`config.mk`:
```
export PLATFORM = sky130hd
export DESIGN_NAME = psteer_top
export DESIGN_NICKNAME = d
export VERILOG_FILES = /design/src/rtl/psteer_pkg.sv /design/src/rtl/psteer_cfg_bank.sv /design/src/rtl/psteer_cluster_or.sv /design/src/rtl/psteer_route.sv /design/src/rtl/psteer_top.sv
export SDC_FILE = /design/constraint.sdc
export NUM_CORES = 1
export LEC_CHECK = 0
export ABC_AREA = 1
export BUFFER_PORTS_ARGS = -buffer_cell sky130_fd_sc_hd__buf_2
export CELL_PAD_IN_SITES_DETAIL_PLACEMENT = 1
export CELL_PAD_IN_SITES_GLOBAL_PLACEMENT = 2
export CORE_MARGIN = 5
export CORE_UTILIZATION = 30
export DETAILED_ROUTE_END_ITERATION = 10
export GPL_TIMING_DRIVEN = 0
export HOLD_SLACK_MARGIN = 0.02
export PLACE_DENSITY_LB_ADDON = 0.1
export SLEW_MARGIN = 20
export SYNTH_ARGS = -nofsm -noshare
export SYNTH_HDL_FRONTEND = slang
export SYNTH_SLANG_ARGS = --single-unit
```
`constraint.sdc`:
```
create_clock -name clk -period 2.2 [get_ports clk]
set_input_delay 0 -clock clk [delete_from_list [all_inputs] [get_ports clk]]
set_output_delay 0 -clock clk [all_outputs]
set_load 0.05 [all_outputs]
```
`src/rtl/psteer_pkg.sv`:
```
package psteer_pkg;

    // Signed steering offset width; -4 is the unused code of this width
    localparam int OFF_W   = 3;
    localparam int ENTRY_W = OFF_W + 1;

    typedef struct packed {
        logic             bypass;
        logic [OFF_W-1:0] offset;
    } entry_t;

endpackage

```
`src/rtl/psteer_cfg_bank.sv`:
```
module psteer_cfg_bank
    import psteer_pkg::*;
#(
    parameter  int NUM_CLUSTERS = 32,
    localparam int AW           = $clog2(NUM_CLUSTERS)
) (
    input  logic                        clk,
    input  logic                        rst_n,
    input  logic                        we_i,
    input  logic [AW-1:0]               addr_i,
    input  entry_t                      wdata_i,
    output entry_t [NUM_CLUSTERS-1:0]   entries_o
);

    typedef struct packed {
        entry_t [NUM_CLUSTERS-1:0] entries;
    } bank_t;

    bank_t bank_d, bank_q;

    always_comb begin
        bank_d = bank_q;
        for (int i = 0; i < NUM_CLUSTERS; i++) begin
            if (we_i && (addr_i == AW'(i))) begin
                bank_d.entries[i] = wdata_i;
            end
        end
    end

    always_ff @(posedge clk or negedge rst_n) begin
        if (!rst_n) begin
            bank_q <= '0;
        end else begin
            bank_q <= bank_d;
        end
    end

    assign entries_o = bank_q.entries;

    for (genvar i = 0; i < NUM_CLUSTERS; i++) begin : g_chk
        assert_entry_write_R2: assert property (@(posedge clk) disable iff (!rst_n)
            (we_i && addr_i == AW'(i)) |=> (bank_q.entries[i] == $past(wdata_i)));
        assert_entry_hold_R10: assert property (@(posedge clk) disable iff (!rst_n)
            !(we_i && addr_i == AW'(i)) |=> $stable(bank_q.entries[i]));
    end

endmodule

```
`src/rtl/psteer_cluster_or.sv`:
```
module psteer_cluster_or #(
    parameter int NUM_CLUSTERS = 32,
    parameter int TERMS        = 5
) (
    input  logic [NUM_CLUSTERS*TERMS-1:0] terms_i,
    output logic [NUM_CLUSTERS-1:0]       sum_o
);

    for (genvar j = 0; j < NUM_CLUSTERS; j++) begin : g_cluster
        assign sum_o[j] = |terms_i[j*TERMS +: TERMS];
    end

endmodule

```
`src/rtl/psteer_route.sv`:
```
module psteer_route
    import psteer_pkg::*;
#(
    parameter  int NUM_CLUSTERS = 32,
    parameter  int MAX_REACH    = 3,
    localparam int SPAN         = 2 * MAX_REACH + 1
) (
    input  logic   [NUM_CLUSTERS-1:0] cluster_or_i,
    input  entry_t [NUM_CLUSTERS-1:0] entries_i,
    output logic   [NUM_CLUSTERS-1:0] data_o
);

    logic [NUM_CLUSTERS-1:0][SPAN-1:0] hit;

    for (genvar k = 0; k < NUM_CLUSTERS; k++) begin : g_out
        for (genvar d = 0; d < SPAN; d++) begin : g_dist
            localparam int               OFF  = d - MAX_REACH;
            localparam int               SRC  = k - OFF;
            localparam logic [OFF_W-1:0] CODE = OFF_W'(OFF);
            if (SRC >= 0 && SRC < NUM_CLUSTERS) begin : g_src
                assign hit[k][d] = cluster_or_i[SRC]
                                 && !entries_i[SRC].bypass
                                 && (entries_i[SRC].offset == CODE);
            end else begin : g_edge
                assign hit[k][d] = 1'b0;
            end
        end
        assign data_o[k] = entries_i[k].bypass ? cluster_or_i[k] : (|hit[k]);
    end

endmodule

```
`src/rtl/psteer_top.sv`:
```
module psteer_top
    import psteer_pkg::*;
#(
    parameter  int NUM_CLUSTERS = 32,
    parameter  int TERMS        = 5,
    parameter  int CTRL_TERMS   = 5,
    parameter  int MAX_REACH    = 3,
    localparam int AW           = $clog2(NUM_CLUSTERS)
) (
    input  logic                          clk,
    input  logic                          rst_n,
    input  logic                          cfg_we_i,
    input  logic [AW-1:0]                 cfg_addr_i,
    input  logic [ENTRY_W-1:0]            cfg_wdata_i,
    input  logic [NUM_CLUSTERS*TERMS-1:0] pterm_i,
    input  logic [CTRL_TERMS-1:0]         ctrl_term_i,
    output logic [NUM_CLUSTERS-1:0]       mc_data_o,
    output logic [CTRL_TERMS-1:0]         ctrl_o
);

    entry_t [NUM_CLUSTERS-1:0] entries;
    logic   [NUM_CLUSTERS-1:0] cluster_or;

    psteer_cfg_bank #(
        .NUM_CLUSTERS (NUM_CLUSTERS)
    ) bank_i (
        .clk       (clk),
        .rst_n     (rst_n),
        .we_i      (cfg_we_i),
        .addr_i    (cfg_addr_i),
        .wdata_i   (entry_t'(cfg_wdata_i)),
        .entries_o (entries)
    );

    psteer_cluster_or #(
        .NUM_CLUSTERS (NUM_CLUSTERS),
        .TERMS        (TERMS)
    ) reduce_i (
        .terms_i (pterm_i),
        .sum_o   (cluster_or)
    );

    psteer_route #(
        .NUM_CLUSTERS (NUM_CLUSTERS),
        .MAX_REACH    (MAX_REACH)
    ) route_i (
        .cluster_or_i (cluster_or),
        .entries_i    (entries),
        .data_o       (mc_data_o)
    );

    // Control terms bypass all steering
    assign ctrl_o = ctrl_term_i;

    assert_single_use_R8: assert property (@(posedge clk) disable iff (!rst_n)
        $countones(mc_data_o) <= $countones(cluster_or));

    assert_quiet_out_R6: assert property (@(posedge clk) disable iff (!rst_n)
        (cluster_or == '0) |-> (mc_data_o == '0));

    for (genvar k = 0; k < NUM_CLUSTERS; k++) begin : g_bypass_chk
        assert_bypass_own_R7: assert property (@(posedge clk) disable iff (!rst_n)
            entries[k].bypass |-> (mc_data_o[k] == cluster_or[k]));
    end

endmodule

```
==> flow_metrics.tcl, run 1 <==
set metrics [dict create \
    p_per_area_mw_per_mm2 905.6 \
    max_slew_margin_pct 52.35 \
    dieArea_sq_mm 0.03356 \
    synth.avg_cell_area_sq_um 6.061 \
    hold_buffers 5 \
    synthDistinctLibCells 21 \
    die_x_um 183.2 \
    r2r_slack_ns 1.40 \
    dp_hpwl_mm 24.52 \
    insertion_delay_ns 0.42 \
    drt_iter0_markers 385 \
    ir_drop_mv 0.5493 \
    nets 1895 \
    leakagePower_nw 5.933 \
    grtUsageTotal_pct 18.30 \
    ys_ff_latch 128 \
    h-tree-depth 4 \
    num_rows 63 \
    placed_cell_area_sq_mm 0.01057 \
    grt_pass1_vias 10120 \
    cp_num_buf_inv 2 \
    ff_latch_area_sq_mm 0.003203 \
    status "complete, no violations" \
    hold_viol_final 0 \
    viasPerCell 4.699 \
    placement.io_buffers 208 \
    reg2reg_to "bank_i.entries_o[50]$_DFFE_PN0P_" \
    drive_gt1_share_pct 15.71 \
    r2r_cells 3 \
    gp_congestion 0.8117 \
    seqPwrFrac_pct 32.9 \
    root_buffer "clkbuf_16" \
    cp_slowest_cell "dfrtp_1" \
    fp.dieH_um 183.2 \
    crit_path_cell_trace "inv_1 -> nor3_1 -> nand3_1 -> nand2_1 -> nor2_1 -> nand2_1 -> nand2_1 -> nand2_1 -> buf_2" \
    cp.required_ns 2.20 \
    multi_input_area_sq_mm 0.005096 \
    start_util_pct 30.37 \
    tightest_slew_ns 0.7148 \
    drt-wirelength-per-cell_um 14.46 \
    pin_count 214 \
    clk_pin_slew_ns 0.06 \
    n_antenna_cell 0 \
    drv_slew 0 \
    cts_resized 0 \
    overflow 0 \
    syn_to_final_growth_pct 24.80 \
    max_stage_delay_ns 0.45 \
    num_vias 9967 \
    pre_cts_ws_ns 0.7940 \
    rr_startpoint "bank_i.entries_o[50]$_DFFE_PN0P_" \
    fmax_mhz 534.8 \
    comb_power_share_pct 38.1 \
    antenna_found_initial 0 \
    ant_nets 0 \
    yosys_warnings 0 \
    largest_reg_flops 128 \
    cts_setup_buffers 0 \
    period_share_pct 84.99 \
    hold_class "in -> async" \
    netlist_area_sq_mm 0.009000 \
    clkSinkCount 128 \
    fillers 3979 \
    wirelength_mm 30.67 \
    cp_top_family "simple AND/OR/NAND/NOR gates" \
    critical_path.max_fanout 6 \
    cts_tree "yes" \
    syn_inst 1485 \
    crit_arrival_ns 1.87 \
    clock_path_buffers 2 \
    internal_power_w 0.005829 \
    setup_slack_ns 0.3302 \
    period_minus_slack_ns 1.870 \
    swShare_pct 42.69 \
    fp.coreArea_sq_mm 0.02964 \
    switching_power_w 0.004342 \
    max_cap_viol_count 0 \
    dr.pass1.iters 4 \
    critPathMostFrequentCell "nand2_1" \
    synth_nets 1662 \
    cts_buffers 17 \
    seq_area_frac_synth_pct 35.59 \
    clkPwrFrac_pct 29.0 \
    drc 0 \
    fin_skew_ns 0 \
    grt_pass1_wl_mm 50.36 \
    postLayoutCellArea_sq_mm 0.01123 \
    cp-start-kind "register" \
    grt_start_max_net_pins 68 \
    critical_path_class "reg -> out" \
    rsz0062_at_grt "no" \
    critPathCaptureType "output port" \
    fin_tns_setup_ns 0 \
    setup_viol 0 \
]
layout make-up:
cell class	count	area share (%)
multi-input combinational	1180	45.37
clock inverter	13	1.448
buffer	21	1.025
tap	390	4.344
clock buffer	19	4.033
timing repair buffer	214	10.05
sequential	128	28.52
inverter	156	5.213
layer usage:
metal	track usage [%]	vias to the layer above	part of all wire, %
met4	2.980	0	0.79
met2	32.74	134	49
li1	-	5230	-
met3	2.955	13	3.4
met1	23.69	4590	46
met5	0	-	0
cells by family after synthesis:
family	synth area share [%]
simple gates	48.12
compound gates	8.508
buf+inv	7.785
flops	35.59
placed cells by master, fill, tap and decap left out, types with 2 or more instances in the layout:
cell	Yosys	layout
nand4_1	3	3
nor2_1	307	307
buf_4	5	5
nand3_1	222	222
clkbuf_8	0	2
dlygate4sd3_1	0	5
o21ai_1	3	3
clkbuf_1	12	12
nand2_1	425	425
nor3_1	40	40
clkinv_4	0	4
inv_1	154	154
clkinvlp_4	0	3
bufinv_16	0	3
clkinv_2	0	3
clkbuf_16	0	17
nand2_4	10	10
nand2_2	10	10
dfrtp_1	128	128
o21ai_0	141	141
nand3b_1	8	8
buf_2	2	209
buf_6	2	2
a21oi_1	9	9
Yosys cell counts:
library cell | n | area share [%]
nand2_1 | 425 | 18
nor2_1 | 307 | 13
nand3_1 | 222 | 12
inv_1 | 154 | 6.4
o21ai_0 | 141 | 7.8
dfrtp_1 | 128 | 36
nor3_1 | 40 | 2.2
clkbuf_1 | 12 | 0.50
nand2_2 | 10 | 0.70
nand2_4 | 10 | 1.3
a21oi_1 | 9 | 0.50
nand3b_1 | 8 | 0.67
buf_4 | 5 | 0.42
nand4_1 | 3 | 0.21
o21ai_1 | 3 | 0.17
buf_2 | 2 | 0.11
buf_6 | 2 | 0.25
and3_1 | 1 | 0.070
clkinv_1 | 1 | 0.042
inv_2 | 1 | 0.042
nor2_4 | 1 | 0.13
power groups by stage:
stage | sequential (W) | clock, W | combinational, W
floorplan | 0.00322 | 0 | 0.00292
global placement | 0.00337 | 0 | 0.00384
detailed placement | 0.00338 | 0 | 0.00392
CTS | 0.00335 | 0.00303 | 0.00395
global route | 0.00344 | 0.00315 | 0.00440
finish | 0.00335 | 0.00295 | 0.00388
worst max-delay path by stage:
stage	startpoint	end	slack, ns	cells past startpoint
2_1_floorplan	bank_i.entries_o[38]$_DFFE_PN0P_	mc_data_o[11]	0.58	6
3_3_place_gp	rst_n	bank_i.entries_o[46]$_DFFE_PN0P_	-0.72	1
3_5_place_dp	bank_i.entries_o[38]$_DFFE_PN0P_	mc_data_o[11]	0.79	7
4_1_cts	bank_i.entries_o[114]$_DFFE_PN0P_	mc_data_o[28]	0.33	8
5_1_grt	bank_i.entries_o[108]$_DFFE_PN0P_	mc_data_o[25]	0.19	10
6_report	bank_i.entries_o[29]$_DFFE_PN0P_	mc_data_o[9]	0.33	9
through the flow:
| stage | hold slack [ns] | util [%] | cells | total power (W) |
|---|---|---|---|---|
| floorplan | -0.2956 | - | 1485 | 0.006138 |
| detailed placement | -0.01949 | 35.65 | 2084 | 0.007308 |
| global route | 0.1670 | 37.90 | 2121 | 0.01099 |
| finish | 0.1208 | 37.90 | 2121 | 0.01017 |
| CTS | 0.1306 | 37.90 | 2121 | 0.01033 |
| global placement | 0.3029 | 35.52 | 2083 | 0.007209 |
Power figures use the tool's default switching activity.
==> run 2: changes to the inputs <==
--- a/config.mk
+++ b/config.mk
@@ -10,7 +10,7 @@
 export CELL_PAD_IN_SITES_DETAIL_PLACEMENT = 1
 export CELL_PAD_IN_SITES_GLOBAL_PLACEMENT = 2
 export CORE_MARGIN = 5
-export CORE_UTILIZATION = 30
+export CORE_UTILIZATION = 25
 export DETAILED_ROUTE_END_ITERATION = 10
 export GPL_TIMING_DRIVEN = 0
 export HOLD_SLACK_MARGIN = 0.02
==> constraint.sdc (replaced) <==
create_clock -name clk -period 1.6 [get_ports clk]
set_input_delay 0 -clock clk [delete_from_list [all_inputs] [get_ports clk]]
set_output_delay 0 -clock clk [all_outputs]
set_load 0.05 [all_outputs]
==> flow_metrics.tcl, run 2 (synthesis gave the netlist of run 1 again) <==
set metrics [dict create \
    ant_nets 0 \
    nets 1955 \
    utilization_pct 35.51 \
    status "complete, but fails checks" \
    grtUsageTotal_pct 16.43 \
    largest_reg_flops 128 \
    max_stage_delay_ns 0.43 \
    period_minus_slack_ns 1.706 \
    viasPerCell 4.536 \
    rsz0062_at_grt "yes" \
    postLayoutCellArea_sq_mm 0.01263 \
    setup_slack_ns -0.1059 \
    clk_pin_slew_ns 0.06 \
    placedCellCount 2155 \
    tightest_slew_ns 0.7929 \
    drt-wirelength-per-cell_um 14.90 \
    h-tree-depth 4 \
    critPathCaptureType "output port" \
    grt_start_max_net_pins 71 \
    drive_gt1_share_pct 33.39 \
    gp_congestion 0.7981 \
    holdWs_ns 0.1100 \
    hold_class "in -> async" \
    wirelength_mm 33.55 \
    insertion_delay_ns 0.41 \
    fin_skew_ns 0 \
    critical_path_class "reg -> out" \
    setup_viol 28 \
    root_buffer "clkbuf_16" \
    start_util_pct 25.30 \
    pin_count 214 \
    fp.coreArea_sq_mm 0.03557 \
    critical_path.max_fanout 4 \
    grt_pass1_vias 10280 \
    p_per_area_mw_per_mm2 1282 \
    cp-start-kind "register" \
    cts_buffers 17 \
    max_slew_margin_pct 47.14 \
    dp_hpwl_mm 25.88 \
    fin_cells 2252 \
    drc 0 \
    final_common_cell "nand2_1" \
    cp.required_ns 1.60 \
    critPathMostFrequentCell "nand2_1" \
    n_antenna_cell 0 \
    placed_cell_area_sq_mm 0.01066 \
    syn_to_final_growth_pct 40.33 \
    die_x_um 199.7 \
    cts_tree "yes" \
    drt_iter0_markers 331 \
    clock_path_buffers 2 \
    ir_drop_mv 0.6283 \
    overflow 0 \
    r2r_cells 4 \
    crit_arrival_ns 1.71 \
    violations "negative setup slack" \
    num_vias 10220 \
    num_rows 69 \
    final_cell_mix "nand2_1, nor2_1, nand3_1" \
    fp.dieH_um 199.7 \
    period_share_pct 106.6 \
    cp_slowest_cell "dfrtp_2" \
    hold_viol_final 0 \
    leakagePower_nw 6.341 \
    drv_slew 0 \
    clkSinkCount 128 \
    max_cap_viol_count 0 \
    fmax_mhz 586.2 \
    grt_pass1_wl_mm 52.86 \
    dieArea_sq_mm 0.03989 \
    dr.pass1.iters 4 \
    crit_path_cell_trace "inv_2 -> nand2_2 -> nor2_1 -> nand3_1 -> nand2_1 -> nor2_1 -> nand2_1 -> nand2_1 -> nand2_2 -> buf_8" \
    placement.io_buffers 208 \
    antenna_found_initial 0 \
]
[run 2: path summary, 6_finish.rpt]
check / startpoint / to / slack (ns)
max: bank_i.entries_o[113]$_DFFE_PN0P_ / mc_data_o[25] / -0.11
min: rst_n / bank_i.entries_o[102]$_DFFE_PN0P_ / 0.11
max reg2reg: bank_i.entries_o[65]$_DFFE_PN0P_ / bank_i.entries_o[65]$_DFFE_PN0P_ / 0.62
min reg2reg: bank_i.entries_o[47]$_DFFE_PN0P_ / bank_i.entries_o[47]$_DFFE_PN0P_ / 0.51
max in group asynchronous: rst_n / bank_i.entries_o[33]$_DFFE_PN0P_ / 0.73
min in group clk: cfg_addr_i[4] / bank_i.entries_o[9]$_DFFE_PN0P_ / 0.11
[run 2: power by group]
group / internal (W) / leakage, nW / switching (W) / total, W
combinational: 0.00270 / 4.42 / 0.00418 / 0.00688
clock: 0.00298 / 0.328 / 0.00157 / 0.00455
sequential: 0.00389 / 1.59 / 0.000876 / 0.00476
total: 0.00957 / 6.34 / 0.00662 / 0.0162
[run 2: critical path, delay by kind of cell (launching register included)]
kind	cells	cell delay (ns)
simple gates	8	0.66
flops	1	0.43
buf+inv	2	0.21
[run 2: metal layers]
metal	routed length (um)	global-route usage, %
met3	847	2.048
met1	15470	21.24
met2	17040	30.07
met4	191	2.390
met5	0	0
[run 2: metrics by stage]
stage	total power, W	setup TNS (ns)	worst slack (ns)
2_1_floorplan	0.008454	0	0.01932
3_3_place_gp	0.01002	-177.33	-1.400
3_5_place_dp	0.01013	0	0.1525
4_1_cts	0.01577	-2.752	-0.1760
5_1_grt	0.01729	-5.585	-0.2666
6_report	0.01619	-1.966	-0.1059
[run 2: area by class of cell]
cell class / count / area (sq um)
well taps: 461 / 576.8
fillers: 4575 / 22940
multi-input cells: 1180 / 5574
clock buffers: 19 / 442.9
clock inverters: 13 / 232.7
flip-flops and latches: 128 / 3268
plain buffers: 19 / 105.1
inverters: 156 / 586.8
repair buffers: 276 / 1843
[run 2: timing repair]
item | CTS | global route
hold buffers | 4 | 1
setup endpoints to repair | 32 | 32
pin swaps | 41 | 88
resized for setup | 185 | 174
hold endpoints to repair | 134 | 1
setup buffers | 35 | 27
==> run 3: changes to the inputs <==
--- a/config.mk
+++ b/config.mk
@@ -6,16 +6,15 @@
 export NUM_CORES = 1
 export LEC_CHECK = 0
 export ABC_AREA = 1
-export BUFFER_PORTS_ARGS = -buffer_cell sky130_fd_sc_hd__buf_2
 export CELL_PAD_IN_SITES_DETAIL_PLACEMENT = 1
 export CELL_PAD_IN_SITES_GLOBAL_PLACEMENT = 2
 export CORE_MARGIN = 5
-export CORE_UTILIZATION = 25
+export CORE_UTILIZATION = 30
 export DETAILED_ROUTE_END_ITERATION = 10
+export DONT_BUFFER_PORTS = 1
 export GPL_TIMING_DRIVEN = 0
 export HOLD_SLACK_MARGIN = 0.02
 export PLACE_DENSITY_LB_ADDON = 0.1
-export SLEW_MARGIN = 20
 export SYNTH_ARGS = -nofsm -noshare
 export SYNTH_HDL_FRONTEND = slang
 export SYNTH_SLANG_ARGS = --single-unit
==> flow_metrics.tcl, run 3 (synthesis gave the netlist of run 1 again) <==
set metrics [dict create \
    cp.required_ns 1.60 \
    cts_tree "yes" \
    h-tree-depth 4 \
    drc 0 \
    drv_slew 0 \
    gp_congestion 0.8036 \
    insertion_delay_ns 0.41 \
    n_antenna_cell 0 \
    pre_cts_ws_ns -0.2327 \
    antenna_found_initial 0 \
    overflow 0 \
    hold_buffers 12 \
    grt_start_max_net_pins 129 \
    crit_arrival_ns 1.78 \
    fp.dieH_um 183.2 \
    drt-wirelength-per-cell_um 15.75 \
    grt_pass1_vias 9225 \
    drive_gt1_share_pct 24.90 \
    num_rows 63 \
    setup.worst_path.start "bank_i.entries_o[65]$_DFFE_PN0P_" \
    clk_pin_slew_ns 0.06 \
    critical_path_class "reg -> out" \
    setup_viol 25 \
    cp_num_buf_inv 1 \
    max_slew_margin_pct 53.64 \
    dp_hpwl_mm 23.27 \
    multi_input_area_sq_mm 0.005894 \
    grtUsageTotal_pct 17.75 \
    hold_class "in -> async" \
    fmax_mhz 561.0 \
    largest_reg_flops 128 \
    ir_drop_mv 0.6793 \
    period_share_pct 111.4 \
    max_stage_delay_ns 0.43 \
    ff_latch_area_sq_mm 0.003259 \
    fillers 3837 \
    placement.io_buffers 0 \
    die_x_um 183.2 \
    fp.coreArea_sq_mm 0.02964 \
    status "complete, but fails checks" \
    crit_path_cell_trace "buf_6 -> nand2_1 -> nor2_1 -> nand3_1 -> nand2_2 -> nor2_4 -> a21oi_4" \
    violations "negative hold slack, negative setup slack" \
    cp_slowest_cell "dfrtp_1" \
    power.total_w 0.01522 \
    fin_skew_ns 0 \
    clock_path_buffers 2 \
    leakagePower_nw 5.494 \
    hold_viol_final 128 \
    pin_count 214 \
    wirelength_mm 31.00 \
    final_cell_mix "nand2_1, nor2_1, nand3_1" \
    dieArea_sq_mm 0.03356 \
    drt_iter0_markers 316 \
    viasPerCell 4.835 \
    period_minus_slack_ns 1.783 \
    critPathCaptureType "output port" \
    num_vias 9516 \
    grt_pass1_wl_mm 48.29 \
    critical_path.max_fanout 4 \
    rr_startpoint "bank_i.entries_o[3]$_DFFE_PN0P_" \
    cp_top_family "simple AND/OR/NAND/NOR gates" \
    ant_nets 0 \
    reg2reg_to "bank_i.entries_o[3]$_DFFE_PN0P_" \
    root_buffer "clkbuf_16" \
    syn_to_final_growth_pct 28.14 \
    setup_slack_ns -0.1826 \
    nets 1742 \
    holdWs_ns -0.7383 \
    clkSinkCount 128 \
    r2r_cells 3 \
    p_per_area_mw_per_mm2 1320 \
    dr.pass1.iters 4 \
    max_cap_viol_count 0 \
    rsz0062_at_grt "yes" \
    r2r_slack_ns 0.37 \
    start_util_pct 30.37 \
    cts_buffers 17 \
    tightest_slew_ns 0.6953 \
    cp-start-kind "register" \
    final_common_cell "nand2_1" \
]
==> run 3: how the worst max path moves through the flow <==
stage | to | slack [ns] | depth (start not counted)
2_1_floorplan | mc_data_o[17] | 0.02 | 7
3_3_place_gp | mc_data_o[17] | -0.20 | 7
3_5_place_dp | mc_data_o[17] | -0.23 | 7
4_1_cts | mc_data_o[27] | -0.17 | 7
5_1_grt | mc_data_o[14] | -0.28 | 10
6_report | mc_data_o[19] | -0.18 | 7
==> run 3: report_power, final <==
group | switching [W] | leakage (nW) | internal, W | total (W)
Clock | 0.00157 | 0.300 | 0.00263 | 0.00420
Combinational | 0.00420 | 3.59 | 0.00206 | 0.00626
Sequential | 0.000876 | 1.60 | 0.00388 | 0.00476
Total | 0.00665 | 5.49 | 0.00857 | 0.0152
==> run 3: cell type report <==
class | instances | share of cell area, %
timing repair buffer | 63 | 4.817
clock inverter | 15 | 1.812
multi-input combinational | 1180 | 51.11
sequential | 128 | 28.26
inverter | 156 | 5.088
clock buffer | 17 | 3.689
buffer | 19 | 0.9873
tap | 390 | 4.231
==> run 3: repair_timing <==
action / CTS / global route
gates resized for setup: 187 / 165
endpoints found under the hold margin: 162 / 128
setup endpoints to repair: 32 / 35
pin swaps: 71 / 106
buffers inserted: 23 / 29
==> run 3: layer usage <==
metal,wire length (um),global-route usage [%]
met1,14350,23.68
met2,15460,31.03
met3,944,2.479
met4,239,3.218
met5,0,0
==> run 3: per-stage QoR <==
| step | instances | instance area [sq um] | utilization, % | TNS, ns |
|---|---|---|---|---|
| 2_1_floorplan | 1485 | 9007 | - | 0 |
| 3_3_place_gp | 1875 | 9495 | 32.04 | -0.9983 |
| 3_5_place_dp | 1875 | 9495 | 32.04 | -1.038 |
| 4_1_cts | 1940 | 10890 | 36.74 | -2.070 |
| 5_1_grt | 1968 | 11530 | 38.91 | -4.941 |
| 6_report | 1968 | 11530 | 38.91 | -1.702 |
